**config.mk**
```make
export PLATFORM = sky130hd
export DESIGN_NAME = flash_cmd_seq
export DESIGN_NICKNAME = d
export VERILOG_FILES = /design/src/rtl/fcs_pkg.sv /design/src/rtl/fcs_wr_detect.sv /design/src/rtl/fcs_buf_track.sv /design/src/rtl/fcs_seq.sv /design/src/rtl/flash_cmd_seq.sv
export SDC_FILE = /design/constraint.sdc
export NUM_CORES = 1
export LEC_CHECK = 0
export ABC_CLOCK_PERIOD_IN_PS = 4700
export BUFFER_PORTS_ARGS = -buffer_cell sky130_fd_sc_hd__buf_2
export CAP_MARGIN = 20
export CORE_UTILIZATION = 40
export CTS_CLUSTER_DIAMETER = 50
export DETAILED_ROUTE_END_ITERATION = 12
export PLACE_DENSITY_LB_ADDON = 0.05
export SETUP_SLACK_MARGIN = 0.3
export SLEW_MARGIN = 0
export SYNTH_ARGS = -nofsm -noshare
export SYNTH_HDL_FRONTEND = slang
export SYNTH_SLANG_ARGS = --single-unit
```
**constraint.sdc**
```tcl
create_clock -name clk_i -period 4.7 [get_ports clk_i]
set_clock_uncertainty 0.15 [all_clocks]
set_input_delay 0.94 -clock clk_i [delete_from_list [all_inputs] [get_ports clk_i]]
set_output_delay 0.94 -clock clk_i [all_outputs]
set_load 0.02 [all_outputs]
```
**src/rtl/fcs_pkg.sv**
```systemverilog
package fcs_pkg;
  typedef enum logic [3:0] {
    S_IDLE, S_U1, S_U2, S_PROG, S_E1, S_E2, S_E3, S_EMORE,
    S_AS, S_BCNT, S_BLOAD, S_BCONF, S_BP_IDLE, S_BP_PROG, S_BP_EXIT
  } fcs_state_t;

  localparam logic [7:0] D_UNLK1   = 8'hAA;
  localparam logic [7:0] D_UNLK2   = 8'h55;
  localparam logic [7:0] D_PROG    = 8'hA0;
  localparam logic [7:0] D_BYPASS  = 8'h20;
  localparam logic [7:0] D_IDENT   = 8'h90;
  localparam logic [7:0] D_ERASE   = 8'h80;
  localparam logic [7:0] D_SECT    = 8'h30;
  localparam logic [7:0] D_CHIP    = 8'h10;
  localparam logic [7:0] D_BLOAD   = 8'h25;
  localparam logic [7:0] D_BCONF   = 8'h29;
  localparam logic [7:0] D_BPX2    = 8'h00;
  localparam int unsigned A_UNLK1  = 'h555;
  localparam int unsigned A_UNLK2  = 'h2AA;
endpackage

```
**src/rtl/fcs_wr_detect.sv**
```systemverilog
module fcs_wr_detect (
  input  logic clk_i,
  input  logic rst_ni,
  input  logic ce_ni,
  input  logic we_ni,
  input  logic oe_ni,
  output logic wr_o
);
  logic act, act_q;
  assign act = ~ce_ni & ~we_ni & oe_ni;

  always_ff @(posedge clk_i or negedge rst_ni)
    if (!rst_ni) act_q <= 1'b0;
    else         act_q <= act;

  // one event per strobe assertion
  assign wr_o = act & ~act_q;
endmodule

```
**src/rtl/fcs_buf_track.sv**
```systemverilog
module fcs_buf_track #(
  parameter int ADDR_W    = 22,
  parameter int BUF_BYTES = 32
) (
  input  logic              clk_i,
  input  logic              rst_ni,
  input  logic              start_i,
  input  logic [7:0]        cnt_i,
  input  logic              load_i,
  input  logic [ADDR_W-1:0] addr_i,
  output logic              last_o,
  output logic              line_ok_o
);
  localparam int LINE_LSB = $clog2(BUF_BYTES);
  localparam int CNT_W    = (LINE_LSB < 1) ? 1 : LINE_LSB;

  logic [CNT_W-1:0]           rem_q;
  logic [ADDR_W-1:LINE_LSB]   line_q;
  logic                       first_q;

  always_ff @(posedge clk_i or negedge rst_ni)
    if (!rst_ni) begin
      rem_q   <= '0;
      line_q  <= '0;
      first_q <= 1'b0;
    end else if (start_i) begin
      rem_q   <= cnt_i[CNT_W-1:0];
      first_q <= 1'b1;
    end else if (load_i) begin
      if (first_q) line_q <= addr_i[ADDR_W-1:LINE_LSB];
      first_q <= 1'b0;
      rem_q   <= rem_q - 1'b1;
    end

  assign last_o    = (rem_q == '0);
  assign line_ok_o = first_q | (addr_i[ADDR_W-1:LINE_LSB] == line_q);
endmodule

```
**src/rtl/fcs_seq.sv**
```systemverilog
module fcs_seq
  import fcs_pkg::*;
#(
  parameter int ADDR_W    = 22,
  parameter int UNLK_W    = 11,
  parameter int BUF_BYTES = 32
) (
  input  logic              clk_i,
  input  logic              rst_ni,
  input  logic              wr_i,
  input  logic [ADDR_W-1:0] addr_i,
  input  logic [7:0]        data_i,
  input  logic              accel_i,
  input  logic              last_i,
  input  logic              line_ok_i,
  output logic              buf_start_o,
  output logic              buf_step_o,
  output logic              prog_o,
  output logic              buf_load_o,
  output logic              buf_commit_o,
  output logic              buf_err_o,
  output logic              sect_erase_o,
  output logic              chip_erase_o,
  output logic [ADDR_W-1:0] wr_addr_o,
  output logic [7:0]        wr_data_o,
  output logic              as_mode_o,
  output logic              bypass_o
);
  localparam logic [UNLK_W-1:0] UA1 = UNLK_W'(A_UNLK1);
  localparam logic [UNLK_W-1:0] UA2 = UNLK_W'(A_UNLK2);
  localparam logic [7:0]        CNT_MAX = 8'(BUF_BYTES - 1);

  fcs_state_t st_q, st_d, cur;
  logic bp_q, bp_d, eff_bp, in_bp, err_d;
  logic prog_d, load_d, commit_d, sect_d, chip_d;
  logic a1, a2;

  assign a1     = (addr_i[UNLK_W-1:0] == UA1);
  assign a2     = (addr_i[UNLK_W-1:0] == UA2);
  assign eff_bp = bp_q | accel_i;
  assign in_bp  = (st_q == S_BP_IDLE) || (st_q == S_BP_PROG) || (st_q == S_BP_EXIT);

  always_comb begin
    if (eff_bp && !in_bp)      cur = S_BP_IDLE;
    else if (!eff_bp && in_bp) cur = S_IDLE;
    else                       cur = st_q;
  end

  always_comb begin
    st_d = cur; bp_d = bp_q; err_d = buf_err_o;
    prog_d = 1'b0; load_d = 1'b0; commit_d = 1'b0; sect_d = 1'b0; chip_d = 1'b0;
    buf_start_o = 1'b0; buf_step_o = 1'b0;
    if (wr_i) begin
      st_d = S_IDLE;
      unique case (cur)
        S_IDLE: if (a1 && data_i == D_UNLK1) st_d = S_U1;
        S_U1:   if (a2 && data_i == D_UNLK2) st_d = S_U2;
        S_U2: begin
          if (a1 && data_i == D_PROG)        st_d = S_PROG;
          else if (a1 && data_i == D_BYPASS) begin st_d = S_BP_IDLE; bp_d = 1'b1; end
          else if (a1 && data_i == D_IDENT)  st_d = S_AS;
          else if (a1 && data_i == D_ERASE)  st_d = S_E1;
          else if (data_i == D_BLOAD)        begin st_d = S_BCNT; err_d = 1'b0; end
        end
        S_PROG: prog_d = 1'b1;
        S_E1:   if (a1 && data_i == D_UNLK1) st_d = S_E2;
        S_E2:   if (a2 && data_i == D_UNLK2) st_d = S_E3;
        S_E3: begin
          if (a1 && data_i == D_CHIP)   chip_d = 1'b1;
          else if (data_i == D_SECT)    begin sect_d = 1'b1; st_d = S_EMORE; end
        end
        S_EMORE: if (data_i == D_SECT) begin sect_d = 1'b1; st_d = S_EMORE; end
        S_AS:   ;
        S_BCNT: begin
          if (data_i > CNT_MAX) err_d = 1'b1;
          else begin buf_start_o = 1'b1; st_d = S_BLOAD; end
        end
        S_BLOAD: begin
          if (!line_ok_i) err_d = 1'b1;
          else begin
            load_d = 1'b1; buf_step_o = 1'b1;
            st_d = last_i ? S_BCONF : S_BLOAD;
          end
        end
        S_BCONF: if (data_i == D_BCONF) commit_d = 1'b1;
        S_BP_IDLE: begin
          st_d = S_BP_IDLE;
          if (data_i == D_PROG)       st_d = S_BP_PROG;
          else if (data_i == D_IDENT) st_d = S_BP_EXIT;
        end
        S_BP_PROG: begin prog_d = 1'b1; st_d = S_BP_IDLE; end
        S_BP_EXIT: begin
          st_d = S_BP_IDLE;
          if (data_i == D_BPX2) begin
            bp_d = 1'b0;
            st_d = accel_i ? S_BP_IDLE : S_IDLE;
          end
        end
        default: st_d = S_IDLE;
      endcase
    end
  end

  always_ff @(posedge clk_i or negedge rst_ni)
    if (!rst_ni) begin
      st_q <= S_IDLE; bp_q <= 1'b0; buf_err_o <= 1'b0;
      prog_o <= 1'b0; buf_load_o <= 1'b0; buf_commit_o <= 1'b0;
      sect_erase_o <= 1'b0; chip_erase_o <= 1'b0;
      wr_addr_o <= '0; wr_data_o <= '0;
    end else begin
      st_q <= st_d; bp_q <= bp_d; buf_err_o <= err_d;
      prog_o <= prog_d; buf_load_o <= load_d; buf_commit_o <= commit_d;
      sect_erase_o <= sect_d; chip_erase_o <= chip_d;
      if (wr_i) begin
        wr_addr_o <= addr_i;
        wr_data_o <= data_i;
      end
    end

  assign as_mode_o = (cur == S_AS);
  assign bypass_o  = eff_bp;
endmodule

```
**src/rtl/flash_cmd_seq.sv**
```systemverilog
module flash_cmd_seq #(
  parameter int ADDR_W    = 22,
  parameter int UNLK_W    = 11,
  parameter int BUF_BYTES = 32
) (
  input  logic              clk_i,
  input  logic              rst_ni,
  input  logic [ADDR_W-1:0] addr_i,
  input  logic [7:0]        data_i,
  input  logic              ce_ni,
  input  logic              we_ni,
  input  logic              oe_ni,
  input  logic              accel_i,
  output logic              prog_o,
  output logic              buf_load_o,
  output logic              buf_commit_o,
  output logic              buf_err_o,
  output logic              sect_erase_o,
  output logic              chip_erase_o,
  output logic [ADDR_W-1:0] wr_addr_o,
  output logic [7:0]        wr_data_o,
  output logic              as_mode_o,
  output logic              bypass_o
);
  logic wr, last, line_ok, buf_start, buf_step;

  fcs_wr_detect u_det (
    .clk_i, .rst_ni, .ce_ni, .we_ni, .oe_ni, .wr_o(wr)
  );

  fcs_buf_track #(.ADDR_W(ADDR_W), .BUF_BYTES(BUF_BYTES)) u_trk (
    .clk_i, .rst_ni, .start_i(buf_start), .cnt_i(data_i), .load_i(buf_step),
    .addr_i, .last_o(last), .line_ok_o(line_ok)
  );

  fcs_seq #(.ADDR_W(ADDR_W), .UNLK_W(UNLK_W), .BUF_BYTES(BUF_BYTES)) u_seq (
    .clk_i, .rst_ni, .wr_i(wr), .addr_i, .data_i, .accel_i,
    .last_i(last), .line_ok_i(line_ok),
    .buf_start_o(buf_start), .buf_step_o(buf_step),
    .prog_o, .buf_load_o, .buf_commit_o, .buf_err_o, .sect_erase_o, .chip_erase_o,
    .wr_addr_o, .wr_data_o, .as_mode_o, .bypass_o
  );
endmodule

```
==> flow_summary.json <==
{
  "status": "finished, final reports clean",
  "drt_pre_antenna_iters": 4,
  "drv_cap": 0,
  "ys_ff_latch": 65,
  "tns_ns": 0,
  "design.core.area_sq_um": 7928,
  "pwr-share-seq": 0.487,
  "route.detailed.drc": 0,
  "finalCritPeriodShare": 0.7543,
  "synth_common_cells": "nand2_1 (107), dfrtp_1 (65), clkbuf_1 (18)",
  "p_switching_mw": 0.4266,
  "fin_nets": 473,
  "num-fill-cells": 795,
  "cts_tree": "done",
  "clk_pin_slew_ns": 0.07,
  "clockPowerShare": 0.323,
  "ant_nets": 0,
  "p_sw_frac": 0.3265,
  "r2r-start": "u_seq.st_q[2]",
  "max_freq_mhz": 282.1,
  "drv_slew": 0,
  "hold_viol": 0,
  "hold_end": "u_seq.wr_addr_o[18]",
  "min_path_type": "flop to flop",
  "synthAdderAreaFrac": 0.003738,
  "fp-row-count": 32,
  "clock_sinks": 65,
  "fin_crit_ns": 3.545,
  "num_io_pins": 74,
  "diodes": 0,
  "grt_max_degree": 45,
  "areaGrowthSynthToFinish_pct": 18.99,
  "cts_setup_buffers": 0,
  "rsz0062_at_grt": "no",
  "synthMuxAreaShare": 0.05720,
  "wl_per_cell_um": 15.99,
  "grt_use_met2": 0.3321,
  "synth_edf_count": 0,
  "startpoint_type": "input port",
  "grt_use_met1": 0.3089,
  "yosys.area.top_type": "dfrtp_1",
  "synth_flop_cell": "dfrtp_1",
  "grtUsageMet3": 0.04228,
  "drt_iter0_markers": 125,
  "yosysSeqAreaShare": 0.4860,
  "clk_latency_ns": 0.35,
  "cp_data_arrival_time_ns": 2.46,
  "grt_pass1_wl_um": 14720,
  "yosysMostFrequentCell": "nand2_1",
  "vias": 2918,
  "synth_top_area_frac": 0.4860,
  "die_x_um": 93.48,
  "yosys-top-cells-area": "dfrtp_1 (49%), nand2_1 (12%), mux2_2 (5.7%)",
  "ctsRootBufferMaster": "clkbuf_8",
  "hold_buffers": 0,
  "yosysUniqueCellTypes": 47,
  "path_class": "input port to output port",
  "die_area_sq_um": 8738,
  "holdPathStages": 2,
  "reg2reg_slack_ns": 2.09,
  "cts.path.max_buffers": 2,
  "tightest_slew_ns": 0.7224,
  "antenna_found_initial": 0,
  "syn_nets": 403,
  "ys_warn_count": 0,
  "p_per_area_nw_per_um2": 328.1,
  "comb_power_share": 0.191,
  "p_int_mw": 0.8799,
  "gp_congestion": 0.8477,
  "synth-xor-area-share": 0.05757,
  "critPathMaxFanout": 9,
  "ir_drop_v": 0.0002114,
  "grt_pass1_vias": 2839,
  "synth_compound_area_frac": 0.08075,
  "synthSimpleGateAreaFrac": 0.2852,
  "netlist_instances": 366,
  "start_util": 0.4222,
  "critPathRequiredTime_ns": 3.61,
  "port_buffers": 73,
  "top_usage_layer": "met2",
  "cts-htree-levels": 3,
  "routed_wirelength_um": 8685,
  "netlist_area_sq_um": 3347,
  "r2r_cells": 7,
  "cts.repair.resized": 0,
  "grt_usage": 0.2205,
  "hpwl_um": 6070,
  "overflow": 0,
  "relSlewSlack": 0.5184,
  "end_kind": "output port",
  "hold_start": "u_seq.wr_addr_o[18]",
  "numCtsBuffers": 9,
  "r2r_end": "u_trk.rem_q[1]",
  "finalSetupViolations": 0,
  "avgSynthCellArea_sq_um": 9.145,
  "p_leak_nw": 2.028,
  "final_util": 0.5024,
  "die_h_um": 93.48,
  "vias_per_cell": 5.374,
  "async_reset_ff_frac": 1.000,
  "synth_top_family_by_area": "simple AND/OR/NAND/NOR gates",
  "layout-drive-gt1-share": 0.2766
}
==> through the flow <==
| stage | power (mW) | hold slack (ns) | instances | setup slack [ns] | cell area [sq um] |
|---|---|---|---|---|---|
| after floorplan | 0.7887 | 0.3289 | 366 | 1.477 | 3347 |
| after global placement | 0.8942 | 0.3020 | 527 | 1.254 | 3811 |
| after detailed placement | 0.8973 | 0.3096 | 527 | 1.205 | 3811 |
| after CTS | 1.322 | 0.3293 | 543 | 1.200 | 3983 |
| after global routing | 1.374 | 0.3422 | 543 | 0.9877 | 3983 |
| final | 1.307 | 0.3208 | 543 | 1.155 | 3983 |
==> area by class of cell <==
type / instances / area [sq um] / area share
clock buffers: 9 / 123.9 / 0.03110
clock inverters: 7 / 47.55 / 0.01194
well taps: 102 / 127.6 / 0.03205
inverters: 6 / 22.52 / 0.005655
multi-input cells: 275 / 1624 / 0.4078
flip-flops and latches: 65 / 1627 / 0.4084
repair buffers: 79 / 410.4 / 0.1030
==> metal layers <==
metal / routed length, um / vias to the layer above
met5: 0 / -
met4: 158 / 0
met3: 582 / 16
met2: 3926 / 100
met1: 4017 / 1398
li1: - / 1404
==> power groups by stage <==
stage	clock network (mW)	registers [mW]	logic [mW]
floorplan	0	0.699	0.0893
global placement	0	0.644	0.250
detailed placement	0	0.646	0.251
CTS	0.435	0.636	0.252
global route	0.455	0.642	0.277
finish	0.422	0.636	0.249
==> layout by cell type (no fill, tap or decap), types with 3 or more instances in the layout <==
cell type / instances
a21o_1: 5
a21oi_1: 8
a31oi_1: 3
buf_2: 73
buf_4: 6
clkbuf_8: 9
clkinv_2: 3
dfrtp_1: 65
inv_1: 5
mux2_2: 17
nand2_1: 107
nand2b_1: 5
nand3_1: 11
nand4_1: 3
nor2_1: 16
nor3_1: 10
nor3b_1: 3
nor4_1: 10
o21ai_0: 11
o22ai_1: 3
or4b_2: 4
or4bb_1: 4
xnor2_1: 5
xor2_1: 17
==> logic make-up after synthesis <==
kind of cell | count (synthesis)
fa+ha+maj | 1
mux | 17
buf+inv | 26
xor+xnor | 22
simple gates | 193
compound gates | 42
flops | 65
==> registers in the layout, summed over array words and instances, names as in the netlist <==
| register | count |
|---|---|
| u_seq.buf_load_o | 1 |
| u_trk.line_q | 17 |
| u_seq.buf_commit_o | 1 |
| u_seq.prog_o | 1 |
| u_trk.first_q | 1 |
| u_seq.buf_err_o | 1 |
| u_trk.rem_q | 5 |
| u_seq.wr_data_o | 8 |
| u_seq.sect_erase_o | 1 |
| u_det.act_q | 1 |
| u_seq.st_q | 4 |
| u_seq.wr_addr_o | 22 |
| u_seq.bp_q | 1 |
| u_seq.chip_erase_o | 1 |
==> worst max path at each step <==
stage	startpoint	end	slack [ns]
after floorplan	accel_i	as_mode_o	1.48
after global placement	data_i[1]	u_seq.st_q[3]	1.25
after detailed placement	data_i[1]	u_seq.st_q[3]	1.20
after CTS	accel_i	as_mode_o	1.20
after global routing	accel_i	as_mode_o	0.99
final	accel_i	as_mode_o	1.15
==> worst max-delay path: stages <==
cell and delay [ns]:
buf_2 0.14, nor2_1 0.34, clkinv_1 0.33, nor2_1 0.35, o31a_1 0.19, buf_2 0.16
(Power assumes the default switching activity.)
